`src/rtl/isolink_pkg.sv`:
```
package isolink_pkg;
  // One link event: at most one of the two lines is high in a cycle.
  typedef struct packed {
    logic set;
    logic clr;
  } lnk_pulse_t;
endpackage

```
`src/rtl/isolink_enc.sv`:
```
module isolink_enc
  import isolink_pkg::*;
#(
  parameter int unsigned REFRESH_CYC = 50,
  parameter int unsigned SYNC_STAGES = 2
) (
  input  logic       clk,
  input  logic       rst_n,
  input  logic       din,
  input  logic       pwr_ok,
  output lnk_pulse_t pulse_o
);
  localparam int unsigned CW = (REFRESH_CYC > 2) ? $clog2(REFRESH_CYC) : 1;

  logic [SYNC_STAGES-1:0] sync_q, sync_d;
  logic                   lvl_q;
  logic                   ok_q;
  logic [CW-1:0]          cnt_q, cnt_d;
  lnk_pulse_t             pls_q, pls_d;

  logic lvl, edge_hit, refresh_hit, announce, fire;

  // next-state logic
  always_comb begin
    sync_d      = {sync_q[SYNC_STAGES-2:0], din};
    lvl         = sync_q[SYNC_STAGES-1];
    edge_hit    = lvl ^ lvl_q;
    refresh_hit = (cnt_q == CW'(REFRESH_CYC - 1));
    announce    = pwr_ok & ~ok_q;
    fire        = edge_hit | refresh_hit | announce;
    pls_d.set   = pwr_ok & fire & lvl;
    pls_d.clr   = pwr_ok & fire & ~lvl;
    if (fire || !pwr_ok) cnt_d = '0;
    else                 cnt_d = cnt_q + CW'(1);
  end

  // registers
  always_ff @(posedge clk or negedge rst_n) begin
    if (!rst_n) begin
      sync_q <= '0;
      lvl_q  <= 1'b0;
      ok_q   <= 1'b0;
      cnt_q  <= '0;
      pls_q  <= '0;
    end else begin
      sync_q <= sync_d;
      lvl_q  <= lvl;
      ok_q   <= pwr_ok;
      cnt_q  <= cnt_d;
      pls_q  <= pls_d;
    end
  end

  assign pulse_o = pls_q;


  pulse_excl_chk: assert property (@(posedge clk) disable iff (!rst_n)
    !(pls_q.set && pls_q.clr));

  set_width_chk: assert property (@(posedge clk) disable iff (!rst_n)
    pls_q.set |=> !pls_q.set);

  clr_width_chk: assert property (@(posedge clk) disable iff (!rst_n)
    pls_q.clr |=> !pls_q.clr);

  tx_silent_chk: assert property (@(posedge clk) disable iff (!rst_n)
    !pwr_ok |=> (pls_q == '0));
endmodule

```
`src/rtl/isolink_dec.sv`:
```
module isolink_dec
  import isolink_pkg::*;
#(
  parameter int unsigned WDOG_CYC = 250
) (
  input  logic       clk,
  input  logic       rst_n,
  input  lnk_pulse_t pulse_i,
  output logic       level_o
);
  localparam int unsigned WW = (WDOG_CYC > 2) ? $clog2(WDOG_CYC) : 1;

  logic          q_q, q_d;
  logic          exp_q, exp_d;
  logic [WW-1:0] wcnt_q, wcnt_d;
  logic          got;

  // next-state logic: a clear beats a set in the same cycle
  always_comb begin
    got    = pulse_i.set | pulse_i.clr;
    q_d    = q_q;
    exp_d  = exp_q;
    wcnt_d = wcnt_q;
    if (got) begin
      q_d    = ~pulse_i.clr;
      exp_d  = 1'b0;
      wcnt_d = '0;
    end else if (!exp_q) begin
      if (wcnt_q == WW'(WDOG_CYC - 1)) begin
        exp_d = 1'b1;
        q_d   = 1'b0;
      end else begin
        wcnt_d = wcnt_q + WW'(1);
      end
    end
  end

  // registers
  always_ff @(posedge clk or negedge rst_n) begin
    if (!rst_n) begin
      q_q    <= 1'b0;
      exp_q  <= 1'b1;
      wcnt_q <= '0;
    end else begin
      q_q    <= q_d;
      exp_q  <= exp_d;
      wcnt_q <= wcnt_d;
    end
  end

  assign level_o = q_q;


  set_track_chk: assert property (@(posedge clk) disable iff (!rst_n)
    (pulse_i.set && !pulse_i.clr) |=> q_q);

  clr_track_chk: assert property (@(posedge clk) disable iff (!rst_n)
    pulse_i.clr |=> !q_q);

  wdog_low_chk: assert property (@(posedge clk) disable iff (!rst_n)
    exp_q |-> !q_q);
endmodule

```
`src/rtl/isolink_chan.sv`:
```
module isolink_chan
  import isolink_pkg::*;
#(
  parameter int unsigned REFRESH_CYC = 50,
  parameter int unsigned WDOG_CYC    = 250,
  parameter int unsigned SYNC_STAGES = 2
) (
  input  logic clk,
  input  logic rst_n,
  input  logic din,
  input  logic tx_pwr_ok,
  input  logic rx_pwr_ok,
  output logic dout,
  output logic lnk_set,
  output logic lnk_clr
);
  logic [1:0] rs_q;
  logic       rst_int_n;
  lnk_pulse_t link;
  logic       rx_level;

  // reset: asserted at once, released after two edges
  always_ff @(posedge clk or negedge rst_n) begin
    if (!rst_n) rs_q <= 2'b00;
    else        rs_q <= {rs_q[0], 1'b1};
  end
  assign rst_int_n = rs_q[1];

  isolink_enc #(
    .REFRESH_CYC (REFRESH_CYC),
    .SYNC_STAGES (SYNC_STAGES)
  ) u_enc (
    .clk     (clk),
    .rst_n   (rst_int_n),
    .din     (din),
    .pwr_ok  (tx_pwr_ok),
    .pulse_o (link)
  );

  isolink_dec #(
    .WDOG_CYC (WDOG_CYC)
  ) u_dec (
    .clk     (clk),
    .rst_n   (rst_int_n),
    .pulse_i (link),
    .level_o (rx_level)
  );

  assign dout    = rx_level & rx_pwr_ok;
  assign lnk_set = link.set;
  assign lnk_clr = link.clr;


  rise_cause_chk: assert property (@(posedge clk) disable iff (!rst_int_n)
    $rose(dout) |-> ($past(link.set) || $rose(rx_pwr_ok)));

  reset_quiet_chk: assert property (@(posedge clk)
    !rst_int_n |-> (!dout || !rx_pwr_ok) && !lnk_set && !lnk_clr);
endmodule

```
`config.mk`:
```
export PLATFORM = sky130hd
export DESIGN_NAME = isolink_chan
export DESIGN_NICKNAME = d
export VERILOG_FILES = /design/src/rtl/isolink_pkg.sv /design/src/rtl/isolink_enc.sv /design/src/rtl/isolink_dec.sv /design/src/rtl/isolink_chan.sv
export SDC_FILE = /design/constraint.sdc
export NUM_CORES = 1
export LEC_CHECK = 0
export BUFFER_PORTS_ARGS = -buffer_cell sky130_fd_sc_hd__buf_4
export CORE_UTILIZATION = 50
export DETAILED_ROUTE_END_ITERATION = 16
export HOLD_SLACK_MARGIN = 0.1
export PLACE_DENSITY = 0.75
export SYNTH_ARGS = -nofsm -noshare
export SYNTH_HDL_FRONTEND = slang
export SYNTH_SLANG_ARGS = --single-unit
```
`constraint.sdc`:
```
create_clock -name clk -period 0.8 [get_ports clk]
set_input_delay 0 -clock clk [delete_from_list [all_inputs] [get_ports clk]]
set_output_delay 0 -clock clk [all_outputs]
set_load 0.05 [all_outputs]
```
==> summary.txt <==
Critical path
  – Crit-path cells: inv_2, ha_2, and3b_2, buf_4, a211o_1, a21oi_1
  – Kind of end point of the critical path: register
  – Critical Path Source Type: register
  – Crit path buffers/inverters: 2
  – Largest stage delay, worst path: 0.39 ns
  – Critical Path AT: 1.66 ns
  – Total number of cells along the worst setup path: 6
  – Worst-path fanout max: 2
  – CP max-delay cell: dfrtp_1
  – Setup CP Type: reg -> reg
  – Worst path top cell family by delay: flip-flops
  – Count of cells along the worst register-to-register path: 6
  – Critical path data required time: 1.05 ns

Global routing
  – Wire length of the first global-routing pass: 3.40 mm
  – Overall overflow remaining after global route: 0
  – Largest net degree at the start of global routing: 18
  – Number of global-route vias before repair: 784
  – GR Util All Layers: 22.3%
  – Number of antenna violations at the first check in global routing: 0

Floorplanning
  – Initial Utilization: 53.4%
  – Row count: 16
  – Number of top-level design ports: 8
  – Total Die Area: 2280 um2
  – X dimension of the die: 47.8 um
  – Die span in y: 47.8 um
  – Floorplan Core Area: 1960 um2

Yosys
  – Syn. warnings: 0
  – Most instantiated library cell after synthesis: dfrtp_1
  – Area share of the largest cell type after synthesis: 54.9%
  – Yosys top cell by area: dfrtp_1
  – Instance count of the mapped netlist: 93
  – Main area contributors after synthesis: dfrtp_1 (55%), ha_1 (4.8%), nor2_1 (4.7%), a21oi_1 (2.9%), dfstp_2 (2.5%)
  – Combined area of all synthesized cells: 1050 um2
  – EDFF count, synth: 0
  – Fraction of registers with async set/reset: 100%
  – Nets in the synthesized netlist: 102
  – Primary FF master, synth: dfrtp_1
  – Post-synthesis average cell area: 11.3 um2
  – Part of the Yosys area used for sequential elements: 57.4%
  – Leading cell types by count after synthesis: dfrtp_1 (23), nor2_1 (13), a21oi_1 (6)
  – Count of distinct cell types in the synthesized netlist: 30
  – #FFs+latches synth: 24

Route
  – Detailed-route DRC error count: 0
  – Number of DRC markers in iteration 0: 16
  – Final routed wirelength across all metal layers: 2.55 mm
  – Via density per instance: 5.14
  – Vias: 858
  – Routed length per instance: 15.3 um
  – Post-DRT Antenna Nets: 0
  – Iteration count of the initial detailed-routing pass: 4

STA
  – Setup violation total in the final timing report: 21
  – Final worst path period need: 1.41 ns
  – Setup repair after global routing missed its margin: yes
  – F_max: 0.707 GHz
  – Count of pins over their slew limit: 0
  – Hold violation total from the final report: 0
  – Hold slack final: 0.159 ns
  – Slack of the critical path: -0.615 ns
  – Setup TNS: -9.99 ns
  – Clock Skew: 0.00321 ns
  – Final Cycle Share: 177%

Power and ir drop
  – Total power divided by cell area: 1940 nW/um2
  – Maximum ir drop on the vdd rail: 0.00153 V
  – Total power of the final layout: 3.09 mW
  – Leakage: 0.726 nW

Placement
  – Place WS: -0.611 ns
  – Final HPWL DP: 1.48 mm
  – Routability-driven placement congestion ratio: 0.824
  – Cells after DPL: 151
  – IO buf count: 7
  – Post-Place Cell Area: 1350 um2

CTS
  – Clock-pin slew reported for the worst setup and hold paths after clock tree synthesis: 0.13 ns
  – Latest clock arrival within the worst-skew pair: 0.31 ns
  – Number of sinks handled by clock tree synthesis: 24
  – Root Buffer Master: clkbuf_4
  – Buffer levels on the longest clock path: 2
  – CTS H-tree lvls: 1
  – Number of buffers created by CTS: 3
  – CTS tree: built

Cells and area
  – Fraction of layout instances using a drive strength above 1: 47.1%
  – Number of standard cells in the final layout excluding fillers: 167
  – Final std cell area, no fill: 1590 um2
  – Net count reported at finish: 150
  – Number of fillers in the final layout: 121
  – Utilization after layout: 81.2%
  – Growth of design area from synthesis to finish: 51.9%
  – Antenna diode count: 0

Outcome
  – Violations in the final reports: negative setup slack
  – Run status: complete, but fails checks

Flow run
  – Number of max-cap violations: 0

Worst hold path
  – Worst hold path type: reg -> async
-- kinds of logic (layout without fill, tap and decap cells) --
logic type	count (synthesis)	count (layout)	synth area share [%]
compound gates	14	14	8.83
xor+xnor	6	6	5.01
fa+ha+maj	4	4	4.77
buf+inv	4	51	1.43
flops	24	24	57.4
mux	2	2	2.15
other cells	1	1	0.358
simple gates	38	38	20.1
-- worst register-to-register path, delay by kind of cell (launching register included) --
family	cells	cell delay, ns
and+or+nand+nor	1	0.22
AOI/OAI and AO/OA	2	0.38
DFF	1	0.39
buffers and inverters	2	0.20
adders and majority gates	1	0.16
-- sequential cells by signal (all words and copies together) (netlist names) --
register       count
u_enc.pulse_o      2
u_dec.exp_q        1
u_dec.wcnt_q       8
u_enc.cnt_q        6
u_enc.lvl_q        1
u_enc.ok_q         1
rs_q               2
u_dec.level_o      1
u_enc.sync_q       2
-- report_power, final --
| group | total (mW) | switching, mW | internal, mW |
|---|---|---|---|
| combinational | 0.829 | 0.367 | 0.462 |
| clock | 0.871 | 0.364 | 0.506 |
| sequential | 1.39 | 0.0792 | 1.31 |
| total | 3.09 | 0.810 | 2.28 |
-- per-layer routing --
layer  global-route usage [%]  vias up  wire length [um]
met5                        0        -                 0
met4                     8.33        0                36
met3                     2.26        4                32
met2                     39.7       11              1400
met1                     27.7      428              1080
li1                         -      415                 -
-- cell type report --
type | count | area [um2] | area share, %
well taps | 27 | 33.8 | 2.12
repair buffers | 44 | 370 | 23.3
multi-input cells | 65 | 520 | 32.7
inverters | 3 | 11.3 | 0.707
flip-flops and latches | 24 | 604 | 37.9
clock buffers | 3 | 22.5 | 1.41
clock inverters | 1 | 30.0 | 1.89
-- what timing repair did --
| action | 4_1_cts | 5_1_grt |
|---|---|---|
| buffers inserted | 4 | 4 |
| resized for setup | 13 | 10 |
| hold buffers | 4 | 0 |
| hold endpoints to repair | 12 | 0 |
| endpoints found under the setup margin | 21 | 21 |
| pin swaps | 12 | 7 |
-- layout by cell type, fill, tap and decap left out, types with 2 or more instances in the layout --
cell type	n
dlygate4sd3_1	4
mux2_4	2
buf_8	3
or3_1	3
nand2_1	4
nor2_1	11
dfrtp_1	21
nand3_1	4
xnor2_1	3
clkbuf_4	3
inv_1	2
o21ai_0	4
buf_4	35
dfrtp_2	2
a21oi_1	2
a21oi_2	3
nand4b_1	2
buf_6	2
xor2_1	3
ha_1	2
-- worst paths after layout --
path	slack, ns	startpoint	endpoint
max in group asynchronous	0.16	rst_n	rs_q[0]$_DFF_PN0_
min reg2reg	0.16	rs_q[1]$_DFF_PN0_	u_enc.sync_q[0]$_DFF_PN0_
max reg2reg	-0.61	u_dec.wcnt_q[1]$_DFFE_PN0P_	u_dec.wcnt_q[2]$_DFFE_PN0P_
min	0.16	rs_q[1]$_DFF_PN0_	u_enc.sync_q[0]$_DFF_PN0_
max	-0.61	u_dec.wcnt_q[1]$_DFFE_PN0P_	u_dec.wcnt_q[2]$_DFFE_PN0P_
min in group clk	0.33	din	u_enc.sync_q[0]$_DFF_PN0_
Note: power is estimated with default switching activity, not from simulation.
